### src/rtl/mii_rx_gap_gate.sv
module mii_rx_gap_gate #(
  parameter int FILL_W = 12,
  parameter int GAP_W  = 5
) (
  input  logic              clk,
  input  logic              rst_n,
  input  logic [FILL_W-1:0] fifo_fill,
  input  logic [FILL_W-1:0] watermark,
  input  logic [GAP_W-1:0]  gap_normal,
  input  logic [GAP_W-1:0]  gap_low,
  input  logic              frame_end,
  output logic              send_ok,
  output logic              low_gap_sel
);

  localparam logic [GAP_W-1:0] ONE = GAP_W'(1);

  logic             busy;
  logic [GAP_W-1:0] idle_cnt;
  logic [GAP_W-1:0] target;

  wire              above    = fifo_fill > watermark;
  wire [GAP_W-1:0]  pick     = above ? gap_low : gap_normal;
  wire [GAP_W-1:0]  pick_min = (pick == '0) ? ONE : pick;

  always_ff @(posedge clk) begin
    if (!rst_n) begin
      busy        <= 1'b0;
      idle_cnt    <= '0;
      target      <= ONE;
      low_gap_sel <= 1'b0;
    end else if (frame_end) begin
      busy        <= 1'b1;
      idle_cnt    <= ONE;
      target      <= pick_min;
      low_gap_sel <= above;
    end else if (busy) begin
      if (idle_cnt >= target) busy <= 1'b0;
      else                    idle_cnt <= idle_cnt + ONE;
    end
  end

  assign send_ok = ~busy;

  // a frame end always withholds the permit in the next cycle
  assert_hold_after_end_R2: assert property (@(posedge clk) disable iff (!rst_n)
    frame_end |=> !send_ok);

  // fill above watermark at frame end selects the low gap
  assert_low_when_above_R3: assert property (@(posedge clk) disable iff (!rst_n)
    (frame_end && (fifo_fill > watermark)) |=> low_gap_sel);

  // fill at or below watermark at frame end selects the normal gap
  assert_normal_when_not_above_R4: assert property (@(posedge clk) disable iff (!rst_n)
    (frame_end && !(fifo_fill > watermark)) |=> !low_gap_sel);

  // the selection changes only at a frame end
  assert_sel_stable_R7: assert property (@(posedge clk) disable iff (!rst_n)
    !frame_end |=> $stable(low_gap_sel));

  // a granted permit persists until the next frame end
  assert_permit_persists_R8: assert property (@(posedge clk) disable iff (!rst_n)
    (send_ok && !frame_end) |=> send_ok);

endmodule

### config.mk
export PLATFORM = sky130hd
export DESIGN_NAME = mii_rx_gap_gate
export DESIGN_NICKNAME = d
export VERILOG_FILES = /design/src/rtl/mii_rx_gap_gate.sv
export SDC_FILE = /design/constraint.sdc
export NUM_CORES = 1
export LEC_CHECK = 0
export ABC_CLOCK_PERIOD_IN_PS = 2300
export BUFFER_PORTS_ARGS = -buffer_cell sky130_fd_sc_hd__buf_2
export CORE_UTILIZATION = 35
export CTS_BUF_LIST = sky130_fd_sc_hd__clkbuf_8
export CTS_CLUSTER_DIAMETER = 40
export CTS_CLUSTER_SIZE = 16
export DETAILED_ROUTE_END_ITERATION = 12
export PLACE_DENSITY = 0.72
export SLEW_MARGIN = 20
export SYNTH_ARGS = -nofsm -noshare
export SYNTH_HDL_FRONTEND = slang
export SYNTH_SLANG_ARGS = --single-unit
### constraint.sdc
create_clock -name clk -period 2.3 [get_ports clk]
set_input_delay 0.23 -clock clk [delete_from_list [all_inputs] [get_ports clk]]
set_output_delay 0.23 -clock clk [all_outputs]
set_load 0.005 [all_outputs]
==> key figures <==
Cells and area
  – Most common cell after layout, fill and taps aside: buf_2
  – Final #Nets: 211
  – Post-layout util: 49.3%
  – # diodes: 0
  – Most frequent cells in the layout: 38 x buf_2, 20 x inv_1, 18 x ha_1, 12 x dfxtp_1, 7 x or3_1
  – Cell area after layout: about 0.0013 mm^2
  – Area growth syn-to-layout: 27.8%
  – Share of cells above drive strength 1: between 30% and 40%
  – Layout Cells excl Fill: 185
  – Area of the multi-input gates: 667 um^2
  – Storage cell area: 240 um^2
  – FILL cells: roughly 250

Timing
  – Worst-Margin Slew: around 0.52 ns
  – Post-route minimum period: 1.92 ns
  – Max Fclk: 520 MHz
  – Setup TNS: 0 ns
  – Final setup viols: 0
  – Normalized max-slew margin: 65.4%
  – Worst clock skew: 0.000751 ns
  – Pins Over Slew Limit: 0
  – Fin. Hold Viols: 0
  – Final setup margin: 0.375 ns
  – RSZ-0062 raised after global routing: no
  – Final worst path period share: between 80% and 90%

Worst hold path
  – Worst Hold Path EP: target[2]
  – Hold depth: 2
  – Min-delay src: gap_normal[2]
  – Hold Crit Class: in2reg

Clocking
  – Post_cts resized: 0
  – Clock transition at path regs: 0.05 ns
  – CTS Sinks: 12
  – CTS Buf Count: 3
  – Total number of H-tree levels: 1
  – Postcts setup bufs: 0
  – Root buffer cell: clkbuf_8
  – Clock Path Buffers: 2
  – CTS tree: built
  – Clock latency on the worst-skew pair: ~0.24 ns
  – Post-CTS Hold Buffers: 0

Critical path
  – Kind of critical path: reg2reg
  – CP required: 2.48 ns
  – R2R depth: 8
  – R2R Setup Slk: 0.38 ns
  – CP endpoint kind: flip-flop
  – Type of origin of the critical path: flip-flop
  – Critical path arrival: 2.10 ns
  – Critical R2R Launch: idle_cnt[0]
  – Critical Path Fanout Max: 9
  – Worst r2r dst: idle_cnt[4]

Drt
  – DRC viols: 0
  – Avg Vias per Cell: 5.31
  – First-pass iteration count of the detailed router: 4
  – DR vias: 983
  – Wire per inst: 11.4 um
  – Final ANT Viol Nets: 0
  – Detailed Route Iter0 Violations: 16
  – Routed WL: 2.12 mm

Yosys
  – Mux cell area share after synthesis: 1.01%
  – Post-synthesis adder-cell area fraction: 22.8%
  – Netlist cell types: 32
  – Yosys top cell by area: dfxtp_1
  – Post-Synth Simple-Gate Area: 16.7%
  – Synth Register Bits: 12
  – Compound-Gate Fraction of Synth Area: 26.0%
  – Post-synthesis sequential area ratio: 24.3%
  – Post-synth net total: 170
  – XOR/XNOR share of the synthesized area: 0.885%
  – Area fraction of the dominant cell type after synthesis: 24.3%
  – Mean Syn Cell Area: 8.61 um^2
  – Mapped Area: 990 um^2
  – Ys Warns: 0
  – Largest cells by area after synthesis: dfxtp_1 24%, ha_1 23%, inv_1 7.6%
  – Largest family of logic cells by synthesized area: compound AO/OA/AOI/OAI gates
  – Post-Synthesis Cells: between 100 and 150

Floorplan
  – # IOs: 39
  – Std-Cell Rows: 18
  – Core Area: 0.00257 mm^2
  – Starting Density: between 30% and 40%
  – Die X: 55.2 um
  – Die span in y: 55.2 um
  – Die ar.: 0.00304 mm^2

Place
  – Post-DP HPWL: 1.81 mm
  – Pre-CTS WS: 0.280 ns
  – Placer congestion estimate: just over 0.8
  – # port buffers: 38
  – Post-Place Cells: 181
  – Placement Cell Area: 0.00121 mm^2

Outcome
  – Status: completed

GRT
  – First-pass GRT wire length: 3.65 mm
  – Vias in the first global route: 936
  – Pin count of the biggest net entering global routing: 12
  – GRT overflow: 0
  – Initial antenna violation count: 0
  – Gr usage total: 16.4%

Power and ir drop
  – Pleak: 0.647 nW
  – Worst VDD drop: 0.321 mV
  – PwrDens: 496 mW/mm^2

Flow run
  – Max-Cap Viols: 0
report_power, final:
part | switching (W) | internal (W)
clock | 0.0000822 | 0.000151
combinational | 0.0000804 | 0.0000831
sequential | 0.00000848 | 0.000222
how the worst max path moves through the flow:
stage	startpoint	end	depth (start not counted)
floorplan	idle_cnt[0]	idle_cnt[3]	8
detailed placement	fifo_fill[5]	target[1]	8
global route	idle_cnt[0]	idle_cnt[4]	8
global placement	fifo_fill[5]	target[1]	8
CTS	idle_cnt[0]	idle_cnt[4]	8
finish	idle_cnt[0]	idle_cnt[4]	8
Yosys cell counts (all sizes together):
master / count
inv: 20
or4: 1
a21o: 2
mux2i: 1
o21ba: 4
nand2b: 2
a2111oi: 1
o311ai: 1
o22ai: 1
o211ai: 2
dfxtp: 12
o21ai: 4
or3: 7
a211oi: 2
a21boi: 2
o221ai: 5
nor3: 2
a31o: 1
nand2: 5
ha: 18
nand4: 3
clkbuf: 2
nand3: 4
xnor2: 1
nor2: 1
nor2b: 2
a21oi: 7
nor4: 2
metal layers:
metal | vias to the layer above | track usage, % | share of wire (%) | wire [um]
li1 | 502 | - | - | -
met1 | 447 | 19.4 | 46 | 975
met2 | 30 | 30.3 | 47 | 1000
met3 | 4 | 1.09 | 5.0 | 106
met4 | 0 | 6.25 | 1.5 | 31
met5 | - | 0 | 0 | 0
sequential cells by signal (all words and copies together) (netlist names):
signal and count:
low_gap_sel 1, idle_cnt 5, target 5, busy 1
per-stage QoR:
step	power, W	hold WS, ns
3_3_place_gp	0.000390	0.465
5_1_grt	0.000670	0.230
2_1_floorplan	0.000340	0.363
4_1_cts	0.000634	0.223
3_5_place_dp	0.000399	0.476
6_report	0.000628	0.229
kinds of logic (layout without fill, tap and decap cells):
family                   after synthesis  count (layout)
XOR/XNOR                               1               1
AND/OR/NAND/NOR                       29              29
adder cells (fa/ha/maj)               18              18
AO/OA/AOI/OAI                         32              32
multiplexers                           1               1
flip-flops                            12              12
buffers and inverters                 22              62
final cells by class:
cell class / instances / area share [%]
Clock buffer: 4 / 4.35
Sequential cell: 12 / 19.0
Tap cell: 30 / 2.97
Timing Repair Buffer: 38 / 15.0
Multi-Input combinational cell: 81 / 52.7
Inverter: 20 / 5.93
critical path, stage by stage, from the launching register on:
cell	delay [ns]
dfxtp_1	0.35
inv_1	0.07
ha_1	0.28
nand2b_1	0.14
a21o_1	0.18
a21oi_1	0.18
o21ai_2	0.16
or3_1	0.37
a21oi_1	0.14
Power figures use the tool's default switching activity.
